<file path="src/rtl/par_test_compress_pkg.sv">
package par_test_compress_pkg;

    localparam int SEC_N = 4;
    localparam int SEL_W = $clog2(SEC_N);

    typedef enum logic [1:0] {
        OP_IDLE  = 2'd0,
        OP_READ  = 2'd1,
        OP_WRITE = 2'd2
    } acc_op_e;

    typedef struct packed {
        logic oe;
        logic val;
    } rd_res_t;

    // Reduce the sector bits to a common value, or to high impedance.
    function automatic rd_res_t merge_bits(input logic [SEC_N-1:0] bits);
        rd_res_t r;
        r.oe  = (&bits) | ~(|bits);
        r.val = r.oe & bits[0];
        return r;
    endfunction

    function automatic logic judge_fail(input rd_res_t r, input logic expect_v);
        return ~r.oe | (r.val ^ expect_v);
    endfunction

    function automatic acc_op_e decode_op(input logic vld, input logic we);
        if (!vld) return OP_IDLE;
        return we ? OP_WRITE : OP_READ;
    endfunction

endpackage

</file>
<file path="src/rtl/tm_mode_latch.sv">
module tm_mode_latch (
    input  logic clk,
    input  logic rst,
    input  logic cyc_start,
    input  logic tm_req,
    output logic mode_eff,
    output logic tm_q
);
    always_ff @(posedge clk) begin
        if (rst)
            tm_q <= 1'b0;
        else if (cyc_start)
            tm_q <= tm_req;
    end

    // Zero setup: an access in the opening cycle already sees the new mode.
    assign mode_eff = cyc_start ? tm_req : tm_q;
endmodule

</file>
<file path="src/rtl/sector_array.sv">
module sector_array
    import par_test_compress_pkg::*;
#(
    parameter int LOC_W = 4
) (
    input  logic             clk,
    input  logic             rst,
    input  logic [SEC_N-1:0] wr_en,
    input  logic [LOC_W-1:0] loc,
    input  logic             din,
    output logic [SEC_N-1:0] rd_bits
);
    localparam int DEPTH = 1 << LOC_W;

    for (genvar s = 0; s < SEC_N; s++) begin : g_sec
        logic [DEPTH-1:0] cells;
        always_ff @(posedge clk) begin
            if (rst)
                cells <= '0;
            else if (wr_en[s])
                cells[loc] <= din;
        end
        assign rd_bits[s] = cells[loc];
    end
endmodule

</file>
<file path="src/rtl/read_merge.sv">
module read_merge
    import par_test_compress_pkg::*;
(
    input  logic [SEC_N-1:0] rd_bits,
    input  logic [SEL_W-1:0] sel,
    input  logic             test_mode,
    input  logic             expect_v,
    output rd_res_t          res,
    output logic             fail
);
    rd_res_t norm_res;
    rd_res_t test_res;

    always_comb begin
        norm_res.oe  = 1'b1;
        norm_res.val = rd_bits[sel];
        test_res     = merge_bits(rd_bits);
        res          = test_mode ? test_res : norm_res;
        fail         = test_mode & judge_fail(test_res, expect_v);
    end
endmodule

</file>
<file path="src/rtl/par_test_compress.sv">
module par_test_compress
    import par_test_compress_pkg::*;
#(
    parameter int ADDR_W = 6
) (
    input  logic              clk,
    input  logic              rst,
    input  logic              cyc_start,
    input  logic              tm_req,
    input  logic              acc_valid,
    input  logic              acc_we,
    input  logic [ADDR_W-1:0] addr,
    input  logic              din,
    input  logic              exp_bit,
    output logic              dout,
    output logic              dout_oe,
    output logic              fail_flag
);
    localparam int LOC_W = ADDR_W - SEL_W;

    logic             mode_eff;
    logic             tm_q;
    acc_op_e          op;
    logic [SEL_W-1:0] sel;
    logic [LOC_W-1:0] loc;
    logic [SEC_N-1:0] wr_en;
    logic [SEC_N-1:0] rd_bits;
    rd_res_t          res;
    logic             fail_c;

    assign op  = decode_op(acc_valid, acc_we);
    assign sel = addr[ADDR_W-1 -: SEL_W];
    assign loc = addr[LOC_W-1:0];

    tm_mode_latch u_mode (
        .clk       (clk),
        .rst       (rst),
        .cyc_start (cyc_start),
        .tm_req    (tm_req),
        .mode_eff  (mode_eff),
        .tm_q      (tm_q)
    );

    // Test writes fan out to every sector; normal writes go to one.
    always_comb begin
        for (int s = 0; s < SEC_N; s++)
            wr_en[s] = (op == OP_WRITE) && (mode_eff || sel == SEL_W'(s));
    end

    sector_array #(.LOC_W(LOC_W)) u_arr (
        .clk     (clk),
        .rst     (rst),
        .wr_en   (wr_en),
        .loc     (loc),
        .din     (din),
        .rd_bits (rd_bits)
    );

    read_merge u_merge (
        .rd_bits   (rd_bits),
        .sel       (sel),
        .test_mode (mode_eff),
        .expect_v  (exp_bit),
        .res       (res),
        .fail      (fail_c)
    );

    always_ff @(posedge clk) begin
        if (rst) begin
            dout      <= 1'b0;
            dout_oe   <= 1'b0;
            fail_flag <= 1'b0;
        end else begin
            dout      <= (op == OP_READ) && res.oe && res.val;
            dout_oe   <= (op == OP_READ) && res.oe;
            fail_flag <= (op == OP_READ) && fail_c;
        end
    end
endmodule

</file>
<file path="config.mk">
export PLATFORM = sky130hd
export DESIGN_NAME = par_test_compress
export DESIGN_NICKNAME = d
export VERILOG_FILES = /design/src/rtl/par_test_compress_pkg.sv /design/src/rtl/tm_mode_latch.sv /design/src/rtl/sector_array.sv /design/src/rtl/read_merge.sv /design/src/rtl/par_test_compress.sv
export SDC_FILE = /design/constraint.sdc
export NUM_CORES = 1
export LEC_CHECK = 0
export ABC_CLOCK_PERIOD_IN_PS = 2900
export BUFFER_PORTS_ARGS = -buffer_cell sky130_fd_sc_hd__buf_2
export CAP_MARGIN = 20
export CORE_ASPECT_RATIO = 0.75
export CORE_UTILIZATION = 47
export CTS_CLUSTER_SIZE = 28
export DETAILED_ROUTE_END_ITERATION = 10
export SYNTH_ARGS = -nofsm -noshare
export SYNTH_HDL_FRONTEND = slang
export SYNTH_SLANG_ARGS = --single-unit
</file>
<file path="constraint.sdc">
create_clock -name clk -period 2.9 [get_ports clk]
set_input_delay 0.58 -clock clk [delete_from_list [all_inputs] [get_ports clk]]
set_output_delay 0.58 -clock clk [all_outputs]
set_load 0.05 [all_outputs]
</file>
==> results of run 1 <==
worst max-delay path: cells and delay by family:
family          cells  cell delay [ns]
mux                 4             1.55
buf+inv             1             0.45
compound gates      1             0.08
logic make-up after synthesis:
kind of cell	after synthesis	synth area share (%)
AOI/OAI and AO/OA	129	19.3
buffers and inverters	37	5.14
DFF	68	39.4
muxes	33	17.5
and+or+nand+nor	165	18.7
final timing paths:
| check | end | cells after the start |
|---|---|---|
| max | dout | 6 |
| min | u_arr.g_sec[0].cells[4] | 2 |
| max reg2reg | dout | 5 |
| min reg2reg | u_arr.g_sec[0].cells[4] | 2 |
power by group:
group,internal (uW),switching (uW),total [uW]
Combinational,45.4,115,161
Sequential,939,2.52,942
Clock,434,340,774
Total,1420,458,1880
final cells by class:
class / instances / area [um^2] / area share, %
multi-input combinational: 327 / 1920 / 50.9
sequential: 68 / 1360 / 36.1
timing repair buffer: 24 / 165 / 4.38
clock buffer: 12 / 155 / 4.12
tap: 98 / 123 / 3.25
clock inverter: 2 / 35.0 / 0.930
inverter: 3 / 11.3 / 0.299
layout by cell type, fill, tap and decap left out:
cell	netlist	routed
o21ai_0	64	64
dfxtp_1	68	68
buf_12	1	2
mux2i_1	7	7
a2111oi_2	1	1
clkbuf_8	0	11
mux4_1	10	10
nor2b_1	3	3
mux2_2	8	8
bufinv_16	0	1
nand3_1	12	12
o221ai_1	1	1
clkinv_2	0	1
a211oi_1	1	1
clkbuf_1	17	1
nand4_1	1	1
a21oi_1	61	61
mux4_2	8	8
a2111oi_1	1	1
inv_1	2	2
nor2_1	77	77
nand2_1	70	70
nor3_1	2	2
inv_2	1	1
buf_4	1	6
buf_2	3	16
state kept, by name (all words and copies together) (netlist names):
name,flops
fail_flag,1
u_arr.g_sec.cells,64
u_mode.tm_q,1
dout,1
dout_oe,1
stage by stage:
step	hold WS, ns	utilization (%)	setup WS, ns	power (uW)	instance area [um^2]
floorplan	0.449	-	0.491	1080	3460
global placement	0.461	51.4	0.0905	1120	3580
detailed placement	0.467	51.4	0.0494	1120	3580
CTS	0.465	54.1	0.414	1890	3770
global route	0.472	54.1	0.338	1950	3770
finish	0.475	54.1	0.417	1880	3770
routing by layer:
layer / routed length [um] / global-route usage [%] / vias up
met5: 0 / 0 / -
met4: 52 / 7.54 / 0
met3: 443 / 5.23 / 5
met2: 3950 / 37.1 / 61
met1: 4080 / 33.0 / 1420
li1: - / - / 1499
==> results by group, run 1 <==
Pwr
  – Peak supply drop: approximately 0.00035 V
  – P_leak: 0.00126 uW
  – P per Cell Area: 498 nW/um^2

Critical path
  – Max incr delay on CP: 0.64 ns
  – Critical Path Start: addr[0]
  – Slowest CP cell: mux4_1
  – Crit path cell chain: buf_2 > mux4_1 > mux2_2 > mux4_2 > mux2i_1 > a211oi_1
  – Crit Path Category: in -> reg
  – Worst setup EP type: flop
  – Crit path DAT: approximately 2.7 ns
  – Crit path max fanout: 23
  – R2r startpoint: u_arr.g_sec[2].cells[1]
  – Critical Path Start Type: primary input
  – Required time of the critical path: 3.09 ns
  – Reg2Reg Setup Slack: about 0.93 ns

Final layout
  – Fraction of layout cells with a size suffix above 1: 12.6%
  – Area growth syn-to-layout: 9.02%
  – N_diodes: 0
  – Final Non-Filler Cells: 534
  – Layout Nets: 447
  – Filler cells: 695

Place
  – Routability cong.: 0.813
  – Placed insts: 520
  – Post-DP HPWL: ~5.7 mm
  – Port Buf Inserts: 16

CTS
  – Clk sinks: 68
  – Htree depth: 3
  – CTS Buf Count: 9
  – Post_cts resized: 0
  – CTS Root Cell: clkbuf_8
  – Hold-fix buffers, CTS: 0
  – Clock Latency Late Sink: 0.34 ns
  – Clock Path Buffers: 2
  – Clock Pin Slew Worst Setup and Hold Paths: 0.07 ns
  – Post-CTS setup buffer count: 0
  – CTS tree: yes

Yosys
  – Most common library cells after synthesis: nor2_1, nand2_1, dfxtp_1
  – Post-synthesis register bit count: 68
  – Warnings from Yosys: 0
  – Asr flop ratio synth: 0%
  – Post-synth top flop: dfxtp_1
  – Synth unique cells: 25
  – Post-synth EDFFs: 0
  – Post-synth top area share: 39.4%
  – Top-count cell post-synth: nor2_1
  – Seq/Total Area, Yosys: between 30% and 40%
  – Syn Inst Count: 432
  – Post-synth top area cell: dfxtp_1
  – Syn nets: between 400 and 500
  – Largest cells by area after synthesis: dfxtp_1, o21ai_0, a21oi_1, nor2_1, mux4_1
  – Avg Inst Size Synth: between 7 and 8 um^2
  – Post-Syn Area: 3460 um^2

Route
  – Total number of vias: 2985
  – Post-Route WL: 8.52 mm
  – ANT nets after route: 0
  – Via density: 5.59
  – Initial drt markers: 170
  – 1st-pass router iterations: 5
  – WL per Instance: between 15 and 20 um
  – DRC: 0

Timing
  – Setup Skew: 0.00377 ns
  – Setup TNS: 0 ns
  – Final period utilization: 85.6%
  – Final setup viols: 0
  – Hold Vio Cnt, Final: 0
  – Relative slew slack: 53.6%
  – RSZ-0062 raised after global routing: false
  – Maximum clock rate: 403 MHz
  – Max Slew Vio Count: 0
  – Slew @ Worst Pin: 0.677 ns
  – Minimum clock period: 2.48 ns

Min path
  – Beginning of the worst hold path: u_arr.g_sec[0].cells[4]
  – Worst min-delay path class: reg -> reg

Floorplanning
  – Initial Util: 49.6%
  – Die H: 76.3 um
  – Ports: 17
  – Core area: 6960 um^2
  – FP Rows: 26
  – Die width: 101 um
  – Die area: a little under 8000 um^2

Global routing
  – GRT Total Usage: 23.8%
  – Vias in the first global route: 2746
  – Antenna violations before repair: 0
  – First-pass GRT wire length: roughly 14 mm
  – Largest net degree at the start of global routing: 40
  – Total gr overflow: 0

Status
  – Status: finished clean

Job
  – Max Cap Viol: 0
No activity file was read; power rests on OpenSTA's default activity.
==> run 2, diff against run 1 <==
--- a/config.mk
+++ b/config.mk
@@ -12,6 +12,7 @@
 export CORE_UTILIZATION = 47
 export CTS_CLUSTER_SIZE = 28
 export DETAILED_ROUTE_END_ITERATION = 10
+export RECOVER_POWER = 25
 export SYNTH_ARGS = -nofsm -noshare
 export SYNTH_HDL_FRONTEND = slang
 export SYNTH_SLANG_ARGS = --single-unit
==> results by group, run 2 (synthesis gave the netlist of run 1 again) <==
Route
  – Total number of vias: 2999
  – WL per Instance: 16.0 um
  – 1st-pass router iterations: 5
  – Via density: between 5 and 6
  – DRC: 0
  – Post-Route WL: 8.55 mm
  – ANT nets after route: 0
  – Initial drt markers: 168

Final layout
  – Largest register FFs: 64
  – Multi-input logic area: 1920 um^2
  – Most common cell after layout, fill and taps aside: nor2_1
  – N_diodes: 0
  – Fraction of layout cells with a size suffix above 1: 11.0%
  – Area growth syn-to-layout: 8.62%
  – Filler cells: 703
  – Layout Nets: 447
  – Register area: 1360 um^2
  – Top reg by flops: u_arr.g_sec.cells
  – Core Util, Final: 53.9%
  – Most frequent cells in the layout: nor2_1, nand2_1, dfxtp_1

Global routing
  – GRT Total Usage: 23.8%
  – Vias in the first global route: 2746
  – Antenna violations before repair: 0
  – Total gr overflow: 0
  – First-pass GRT wire length: 13.9 mm
  – Largest net degree at the start of global routing: 40

Floorplanning
  – Die area: between 7000 and 8000 um^2
  – FP Rows: 26
  – Die H: 76.3 um
  – Die width: 101 um
  – Core area: 6960 um^2
  – Ports: 17
  – Initial Util: between 40% and 50%

CTS
  – Clk sinks: 68
  – Hold-fix buffers, CTS: 0
  – CTS Buf Count: 9
  – Clock Pin Slew Worst Setup and Hold Paths: about 0.07 ns
  – Post-CTS setup buffer count: 0
  – CTS Root Cell: clkbuf_8
  – CTS tree: yes
  – Post_cts resized: 0
  – Clock Path Buffers: 2
  – Clock Latency Late Sink: about 0.34 ns
  – Htree depth: 3

Place
  – Routability cong.: 0.813
  – Post-Place Worst Slack: a little under 0.05 ns
  – Port Buf Inserts: 16
  – Post-DP HPWL: approximately 5.7 mm

Timing
  – Slew @ Worst Pin: 1.36 ns
  – Final period utilization: between 80% and 90%
  – RSZ-0062 raised after global routing: false
  – Max Slew Vio Count: 0
  – Minimum clock period: ~2.5 ns
  – Setup Skew: 0.00451 ns
  – Final setup viols: 0
  – Setup TNS: 0 ns
  – Relative slew slack: 9.30%
  – Final WS setup: 0.423 ns
  – Maximum clock rate: ~400 MHz
  – Hold Vio Cnt, Final: 0

Pwr
  – P per Cell Area: 500 nW/um^2
  – Peak supply drop: 0.000348 V
  – PnR Total Power: between 1500 and 2000 uW
  – P_leak: 0.00124 uW

Critical path
  – Max incr delay on CP: 0.64 ns
  – Required time of the critical path: 3.09 ns
  – Crit path max fanout: 23
  – Worst setup EP type: flop
  – Critical Path Start Type: primary input
  – Crit path cell chain: buf_2 > mux4_1 > mux2_2 > mux4_2 > mux2i_1 > a211oi_1
  – Slowest CP cell: mux4_1
  – Reg2Reg Setup Slack: 0.71 ns
  – Crit Path Category: in -> reg
  – Crit path DAT: 2.67 ns

Min path
  – Worst min-delay path class: reg -> reg

Status
  – Status: finished clean

Job
  – Max Cap Viol: 0
[run 2: power by group]
group | internal (uW) | switching, uW | total, uW
Clock | 434 | 341 | 775
Combinational | 43.6 | 115 | 159
Sequential | 939 | 2.57 | 942
Total | 1420 | 459 | 1880
[run 2: cell type report]
class	instances	area share, %
multi-input combinational	327	51.1
clock buffer	12	4.13
tap	98	3.27
timing repair buffer	24	4.03
sequential	68	36.3
clock inverter	2	0.933
inverter	3	0.300
[run 2: through the flow]
stage / std cells / area (um^2) / hold slack [ns]
CTS: 534 / 3770 / 0.465
global route: 534 / 3750 / 0.472
finish: 534 / 3750 / 0.477
detailed placement: 520 / 3580 / 0.467
global placement: 520 / 3580 / 0.461
floorplan: 432 / 3460 / 0.449
[run 2: metal layers]
metal | up-vias | share of wire [%] | GRT usage (%)
li1 | 1499 | - | -
met1 | 1430 | 48 | 33.0
met2 | 65 | 46 | 37.1
met3 | 5 | 4.8 | 5.23
met4 | 0 | 0.63 | 7.54
met5 | - | 0 | 0
[run 2: path summary, 6_finish.rpt]
check	cells past startpoint	to	start
max reg2reg	7	u_arr.g_sec[3].cells[15]	u_mode.tm_q
max	6	dout	addr[0]
min reg2reg	2	u_arr.g_sec[0].cells[4]	u_arr.g_sec[0].cells[4]
min	2	u_arr.g_sec[0].cells[4]	u_arr.g_sec[0].cells[4]
[run 2: critical path, delay by kind of cell]
family	cells	cell delay, ns
muxes	4	1.55
buffers and inverters	1	0.45
AOI/OAI and AO/OA	1	0.08
